[src/rtl/seqld_pkg.sv]
package seqld_pkg;

  // Channel a sequence starts from: lowest for upward fill, highest for downward
  function automatic int first_chan(input logic down, input int nch);
    return down ? (nch - 1) : 0;
  endfunction

  // Channel that follows idx in the selected fill direction
  function automatic int step_chan(input int idx, input logic down);
    return down ? (idx - 1) : (idx + 1);
  endfunction

endpackage

[src/rtl/seqld_edge_det.sv]
module seqld_edge_det #(
  parameter int BW     = 15,
  parameter int STAGES = 2
) (
  input  logic          clk,
  input  logic          rst,
  input  logic          ext_clk,
  input  logic [BW-1:0] ext_bus,
  output logic [BW-1:0] bus_s,
  output logic          rise_ev,
  output logic          fall_ev
);

  logic [STAGES:0] clk_sh;
  logic [BW-1:0]   bus_sh [STAGES];

  always_ff @(posedge clk) begin
    if (rst) begin
      clk_sh <= '0;
      for (int i = 0; i < STAGES; i++) bus_sh[i] <= '0;
    end else begin
      clk_sh <= {clk_sh[STAGES-1:0], ext_clk};
      bus_sh[0] <= ext_bus;
      for (int i = 1; i < STAGES; i++) bus_sh[i] <= bus_sh[i-1];
    end
  end

  assign bus_s   = bus_sh[STAGES-1];
  assign rise_ev =  clk_sh[STAGES-1] & ~clk_sh[STAGES];
  assign fall_ev = ~clk_sh[STAGES-1] &  clk_sh[STAGES];

endmodule

[src/rtl/seqld_fill_ctrl.sv]
module seqld_fill_ctrl
  import seqld_pkg::*;
#(
  parameter int NCH = 6,
  parameter int IW  = $clog2(NCH)
) (
  input  logic          clk,
  input  logic          rst,
  input  logic          act_ev,
  input  logic          start_s,
  input  logic          dir_s,
  output logic          wr_en,
  output logic [IW-1:0] wr_idx,
  output logic          busy,
  output logic          armed
);

  localparam int CW = $clog2(NCH + 1);

  logic [IW-1:0] ptr_q;
  logic [CW-1:0] left_q;
  logic          busy_q;
  logic          armed_q;
  logic [IW-1:0] first_idx;

  assign first_idx = IW'(first_chan(dir_s, NCH));
  assign wr_en     = act_ev && (armed_q || busy_q);
  assign wr_idx    = armed_q ? first_idx : ptr_q;
  assign busy      = busy_q;
  assign armed     = armed_q;

  always_ff @(posedge clk) begin
    if (rst) begin
      ptr_q   <= '0;
      left_q  <= '0;
      busy_q  <= 1'b0;
      armed_q <= 1'b0;
    end else if (act_ev) begin
      armed_q <= start_s;
      if (armed_q) begin
        ptr_q  <= IW'(step_chan(int'(first_idx), dir_s));
        left_q <= CW'(NCH - 1);
        busy_q <= (NCH > 1);
      end else if (busy_q) begin
        ptr_q  <= IW'(step_chan(int'(ptr_q), dir_s));
        left_q <= left_q - CW'(1);
        busy_q <= (left_q != CW'(1));
      end
    end
  end

endmodule

[src/rtl/seqld_hold_bank.sv]
module seqld_hold_bank #(
  parameter int NCH = 6,
  parameter int DW  = 10,
  parameter int IW  = $clog2(NCH)
) (
  input  logic              clk,
  input  logic              rst,
  input  logic              wr_en,
  input  logic [IW-1:0]     wr_idx,
  input  logic [DW-1:0]     wr_data,
  output logic [NCH*DW-1:0] hold_flat
);

  for (genvar g = 0; g < NCH; g++) begin : g_chan
    logic [DW-1:0] word_q;
    always_ff @(posedge clk) begin
      if (rst)                                 word_q <= '0;
      else if (wr_en && (wr_idx == IW'(g)))    word_q <= wr_data;
    end
    assign hold_flat[g*DW +: DW] = word_q;
  end

endmodule

[src/rtl/seqld_out_stage.sv]
module seqld_out_stage #(
  parameter int NCH = 6,
  parameter int DW  = 10
) (
  input  logic              clk,
  input  logic              rst,
  input  logic              rise_ev,
  input  logic              fall_ev,
  input  logic              xfer_s,
  input  logic              pol_s,
  input  logic [NCH*DW-1:0] hold_flat,
  output logic [NCH*DW-1:0] ch_flat,
  output logic              pol_out,
  output logic              xfer_fire
);

  logic pend_q;
  logic pol_lat_q;

  assign xfer_fire = fall_ev && pend_q;

  always_ff @(posedge clk) begin
    if (rst) begin
      pend_q    <= 1'b0;
      pol_lat_q <= 1'b0;
      ch_flat   <= '0;
      pol_out   <= 1'b0;
    end else begin
      if (rise_ev && xfer_s) begin
        pend_q    <= 1'b1;
        pol_lat_q <= pol_s;
      end else if (xfer_fire) begin
        pend_q <= 1'b0;
      end
      if (xfer_fire) begin
        ch_flat <= hold_flat;
        pol_out <= pol_lat_q;
      end
    end
  end

endmodule

[src/rtl/seq_word_loader.sv]
module seq_word_loader #(
  parameter int NCH    = 6,
  parameter int DW     = 10,
  parameter int STAGES = 2
) (
  input  logic              clk,
  input  logic              rst,
  input  logic              ext_clk,
  input  logic [DW-1:0]     din,
  input  logic              edge_sel,
  input  logic              dir_sel,
  input  logic              start_req,
  input  logic              xfer_req,
  input  logic              pol_in,
  output logic [NCH*DW-1:0] ch_flat,
  output logic              pol_out,
  output logic              busy
);

  localparam int IW = $clog2(NCH);
  localparam int BW = DW + 5;

  logic [BW-1:0]     bus_s;
  logic              rise_ev, fall_ev, act_ev;
  logic [DW-1:0]     din_s;
  logic              edge_s, dir_s, start_s, xfer_s, pol_s;
  logic              wr_en, armed, xfer_fire;
  logic [IW-1:0]     wr_idx;
  logic [NCH*DW-1:0] hold_flat;

  seqld_edge_det #(.BW(BW), .STAGES(STAGES)) u_edge (
    .clk(clk), .rst(rst), .ext_clk(ext_clk),
    .ext_bus({pol_in, xfer_req, start_req, dir_sel, edge_sel, din}),
    .bus_s(bus_s), .rise_ev(rise_ev), .fall_ev(fall_ev)
  );

  assign {pol_s, xfer_s, start_s, dir_s, edge_s, din_s} = bus_s;
  assign act_ev = edge_s ? rise_ev : fall_ev;

  seqld_fill_ctrl #(.NCH(NCH), .IW(IW)) u_ctrl (
    .clk(clk), .rst(rst), .act_ev(act_ev), .start_s(start_s), .dir_s(dir_s),
    .wr_en(wr_en), .wr_idx(wr_idx), .busy(busy), .armed(armed)
  );

  seqld_hold_bank #(.NCH(NCH), .DW(DW), .IW(IW)) u_hold (
    .clk(clk), .rst(rst), .wr_en(wr_en), .wr_idx(wr_idx), .wr_data(din_s),
    .hold_flat(hold_flat)
  );

  seqld_out_stage #(.NCH(NCH), .DW(DW)) u_out (
    .clk(clk), .rst(rst), .rise_ev(rise_ev), .fall_ev(fall_ev),
    .xfer_s(xfer_s), .pol_s(pol_s), .hold_flat(hold_flat),
    .ch_flat(ch_flat), .pol_out(pol_out), .xfer_fire(xfer_fire)
  );

endmodule

[config.mk]
export PLATFORM = sky130hd
export DESIGN_NAME = seq_word_loader
export DESIGN_NICKNAME = d
export VERILOG_FILES = /design/src/rtl/seqld_pkg.sv /design/src/rtl/seqld_edge_det.sv /design/src/rtl/seqld_fill_ctrl.sv /design/src/rtl/seqld_hold_bank.sv /design/src/rtl/seqld_out_stage.sv /design/src/rtl/seq_word_loader.sv
export SDC_FILE = /design/constraint.sdc
export NUM_CORES = 1
export LEC_CHECK = 0
export CAP_MARGIN = 15
export CORE_MARGIN = 2
export CORE_UTILIZATION = 58
export DETAILED_ROUTE_END_ITERATION = 12
export PLACE_DENSITY = 0.85
export SYNTH_ARGS = -nofsm -noshare
export SYNTH_HDL_FRONTEND = slang
export SYNTH_SLANG_ARGS = --single-unit
[constraint.sdc]
create_clock -name clk -period 5.05 [get_ports clk]
set_input_delay 1.01 -clock clk [delete_from_list [all_inputs] [get_ports clk]]
set_output_delay 1.01 -clock clk [all_outputs]
set_load 0.03 [all_outputs]
# == Yosys cells after proc, flatten, opt, wreduce, memory -nomap -nowiden ==
# Memories as Yosys holds them, arrays and structs flattened.
# Index checks and enable logic that the tools add are counted.
# W data, S select, Z words.
# totals
register_bits,134
ramBits,30
in_bits,18
memories,1
# mem_list
name,words,width,rd,rd_ports_with_merged_regs,write_ports,line_no,rtl
u_edge.bus_sh,2,15,2,0,2,seqld_edge_det.sv:15,logic [BW-1:0] bus_sh [STAGES];
# op_classes
addsub,5
eq_ne,6
muxes,18
n_bitwise,6
reduce_logical,14
# op_table
operator,n
$mux W15,2
$mux W3,8
$logic_and A1 B1 Y1,9
$sub A3 B1 Y3 const B,3
$mux W1,8
$add A3 B1 Y3 const B,2
$eq A3 B2 Y1 const B,2
$eq A3 B3 Y1 const B,2
$reduce_bool A2 Y1,2
$eq A3 B1 Y1 const B,1
$logic_not A3 Y1,1
$ne A3 B1 Y1 const B,1
$and A1 B1 Y1,2
$not A1 Y1,2
$or A1 B1 Y1,2
$reduce_and A2 Y1,1
$logic_or A1 B1 Y1,1

# == Logic depth before layout (Yosys ltp) ==
# depth
depth_word,5
ltp_mapped,8
depth_no_buf,8

# == By module ==
# From an unflattened synthesis, not the netlist that was laid out.
# hier_totals
cells_unflattened,643
area_unflattened_um2,6708.9
# modules_own_cells
mod,instances,cells_per_inst,area_each_um2
seqld_out_stage,1,287,2796.4
seqld_hold_bank,1,212,2389.8
seqld_edge_det,1,86,1014.7
seqld_fill_ctrl,1,57,493.0
seq_word_loader,1,1,15.0

# == Worst setup path after synthesis ==
# OpenSTA, ideal clock, no wires.
# synth_timing
path_type,reg2reg
startpoint,"reg u_ctrl.armed_q, in the netlist u_ctrl.armed"
endpoint,reg u_ctrl.ptr_q[2]
setup_time_ns,0.093
arrival_time_ns,1.947
t_required_ns,4.957
setup_slack_ns,3.011
path_stages_with_launch,9
path_buffers,1
synth_period_minus_slack_ns,2.039
cell_sequence,dfxtp_1 -> buf_2 -> nand2b_1 -> xnor2_1 -> ha_1 -> or4b_2 -> a21oi_1 -> a21oi_1 -> o32ai_1
# synth_via
elab_chain_cells,2
word_cells_on_any_way,3
classes_between,1 x mux; 2 x reduce/logical
# synth_rtl
item,line_no,rtl
from (decl),seqld_fill_ctrl.sv:23,logic armed_q;
from (signal assigned),seqld_fill_ctrl.sv:39,armed_q <= start_s;
$reduce_bool A2 Y1 (no source line),--,
$reduce_and A2 Y1 (no source line),--,
to (signal assigned),seqld_fill_ctrl.sv:41,"ptr_q <= IW'(step_chan(int'(first_idx), dir_s));"
to (signal assigned),seqld_fill_ctrl.sv:45,"ptr_q <= IW'(step_chan(int'(ptr_q), dir_s));"
to (decl),seqld_fill_ctrl.sv:20,logic [IW-1:0] ptr_q;
# Several ways; a longest one is shown, not always the timed one.
# A chain may end at the register's enable or synchronous reset.

# == Worst setup path after layout ==
# layout_timing
startpoint,"reg u_ctrl.busy_q, in the netlist u_ctrl.busy"
endpoint,out busy
# layout_rtl
item,line_no,rtl
from (decl),seqld_fill_ctrl.sv:22,logic busy_q;
from (signal assigned),seqld_fill_ctrl.sv:43,busy_q <= (NCH > 1);
from (signal assigned),seqld_fill_ctrl.sv:47,busy_q <= (left_q != CW'(1));
to (decl),seq_word_loader.sv:17,output logic busy
# No word-level cell between the ends.

==> impl_metrics.tcl <==
set metrics [dict create \
    status "complete, no violations" \
    yosys.area.top_type_share_pct 56.2 \
    seq_area_frac_synth_pct 56.2 \
    critPathMaxFanout 7 \
    max_freq_mhz 370 \
    wl_mm 12.1 \
    grt_use_total_pct 23.2 \
    power_density_nw_per_um2 348 \
    worstPathRequired_ns 4.04 \
    syn_inst 615 \
    layout.nets 701 \
    cts-resized-gates 0 \
    reg2reg_slack_ns 2.53 \
    p_leak_uw 0.00268 \
    worstMarginPinSlew_ns 1.08 \
    finalClockSkew_ns 0.00745 \
    clk_pin_slew_ns 0.07 \
    coreArea_sq_um 9770 \
    finalPower_uw 2510 \
    drive_gt1_share_pct 5.92 \
    slew_headroom_pct 28.1 \
    synth_top_area_cell "dfxtp_1" \
    cts_tree "built" \
    cp_top_family "buffers and inverters" \
    hpwl_mm 7.93 \
    dpl_worst_slack_ns 2.51 \
    ios 80 \
    place_inst 794 \
    clk_latency_ns 0.53 \
    crit_buf_inv 1 \
    vias 4350 \
    grt_antenna_before_repair 0 \
    critical_path_class "reg -> out" \
    grt_max_degree 86 \
    rsz0062_at_grt "false" \
    dieArea_sq_um 10900 \
    globalRouteOverflowTotal 0 \
    synth_area_leaders "dfxtp_1, mux2i_1, nand2_1" \
    viasPerCell 5.27 \
    worst_setup_path_end_kind "output port" \
    cts.htree.levels 4 \
    grt_pass1_vias 4227 \
    dieWidth_um 104 \
    initial_core_util_pct 59.7 \
    ctsRootBufferMaster "clkbuf_8" \
    ant_nets 0 \
    vdd_drop_max_v 0.000228 \
    hp-class "reg -> reg" \
    synth_nets 636 \
    syn_avg_cell_area_sq_um 9.49 \
    cts_made_buffers 17 \
    maxCapViolCount 0 \
    synth-seq-cells 164 \
    cts_hold_buf 0 \
    worst_setup_path_start_kind "flip-flop" \
    die_h_um 104 \
    drt_first_pass_iters 4 \
    slew_violations 0 \
    period_share_pct 53.5 \
    drcViolationCount 0 \
    rows 36 \
    critical_path.cell_chain "clkdlybuf4s50_1" \
    cpMaxStageDelayCell "clkdlybuf4s50_1" \
    hold_viol 0 \
    synth_cell_type_count 34 \
    clock-sinks 164 \
    yosysWarningCount 0 \
    synth.cell_area_sq_um 5840 \
    cts.path.max_buffers 2 \
    grt_pass1_wl_mm 20.1 \
    syn2layout_area_growth_pct 23.5 \
    critPathMaxStageDelay_ns 0.72 \
    drt_iter0_markers 209 \
    layout_min_cycle_time_ns 2.70 \
    totalNegativeSetupSlack_ns 0 \
    setup_slack_ns 2.35 \
    cts_setup_buffers 0 \
    port_buffers 79 \
    gp_congestion 0.790 \
    num_antenna_cells 0 \
    stdcell_count 826 \
    setup_viol 0 \
    post_drt_wl_per_cell_um 14.7 \
    crit_arrival_ns 1.69 \
]
[synth_stat cells (all sizes together)]
master,instances
a21o,1
a21oi,69
a2bb2oi,1
and3b,1
buf,10
clkbuf,29
dfxtp,164
ha,3
inv,6
mux2i,65
nand2,126
nand2b,56
nand3,1
nand3b,1
nand4,2
nor2,26
nor2b,36
nor3,1
nor3b,2
nor4,1
nor4b,1
o2111a,2
o21a,1
o21ai,3
o21bai,1
o22ai,1
o32ai,1
or2,1
or4,1
or4b,1
xnor2,1
[state kept, by name, indices dropped and copies added (netlist names)]
signal	cells
u_hold.g_chan.word_q	60
u_out.ch_flat	60
u_edge.bus_sh	30
u_ctrl.left_q	3
u_ctrl.ptr_q	3
u_edge.clk_sh	3
u_ctrl.armed	1
u_ctrl.busy	1
u_out.pend_q	1
u_out.pol_lat_q	1
u_out.pol_out	1
[placed cells by master (no fill, tap or decap), drive strengths merged, types with 7 or more instances in the layout]
cell type / netlist / routed
dfxtp: 164 / 164
nand2: 126 / 126
clkdlybuf4s50: 0 / 78
a21oi: 69 / 69
mux2i: 65 / 65
nand2b: 56 / 56
nor2b: 36 / 36
nor2: 26 / 26
clkbuf: 29 / 20
inv: 6 / 11
buf: 10 / 7
[final timing paths]
kind	cells past startpoint	from	endpoint
max	1	u_ctrl.busy$_SDFFE_PP0P_	busy
min reg2reg	1	u_edge.bus_sh[0][4]$_SDFF_PP0_	u_edge.bus_sh[0][19]$_SDFF_PP0_
max reg2reg	7	u_ctrl.armed$_SDFFE_PP0P_	u_ctrl.ptr_q[2]$_SDFFE_PP0P_
min	1	u_edge.bus_sh[0][4]$_SDFF_PP0_	u_edge.bus_sh[0][19]$_SDFF_PP0_
[routing by layer]
metal | part of all wire [%] | vias to the layer above | routed length (um) | global-route usage, %
li1 | - | 2143 | - | -
met4 | 2.6 | 0 | 311 | 10.1
met3 | 4.9 | 30 | 593 | 5.70
met1 | 44 | 2046 | 5380 | 28.5
met5 | 0 | - | 0 | 0
met2 | 48 | 131 | 5860 | 38.7
[through the flow]
step	util, %	hold slack (ns)	area, sq um
after global routing	73.8	0.454	7210
final	73.8	0.436	7210
after detailed placement	68.4	0.420	6690
after CTS	73.8	0.436	7210
after global placement	68.4	0.417	6690
after floorplan	-	0.414	5840
[kinds of logic (layout without fill, tap and decap cells)]
logic type	count (synthesis)	count (layout)	share of synthesized area [%]
compound gates	80	80	7.35
xor+xnor	1	1	0.150
fa+ha+maj	3	3	0.643
buf+inv	45	123	3.15
flops	164	164	56.2
mux	65	65	11.1
simple gates	257	257	21.3
[power by group]
part / internal (uW) / switching [uW]
registers: 1310 / 6.77
logic: 27.5 / 29.1
clock network: 613 / 529
total: 1950 / 565
[area by class of cell]
class | count | area [sq um]
flip-flops and latches | 164 | 3280
clock buffers | 20 | 425
fillers | 736 | 2560
inverters | 6 | 22.5
well taps | 133 | 166
repair buffers | 85 | 833
clock inverters | 12 | 97.6
multi-input cells | 406 | 2380
No activity file was read; power rests on OpenSTA's default activity.
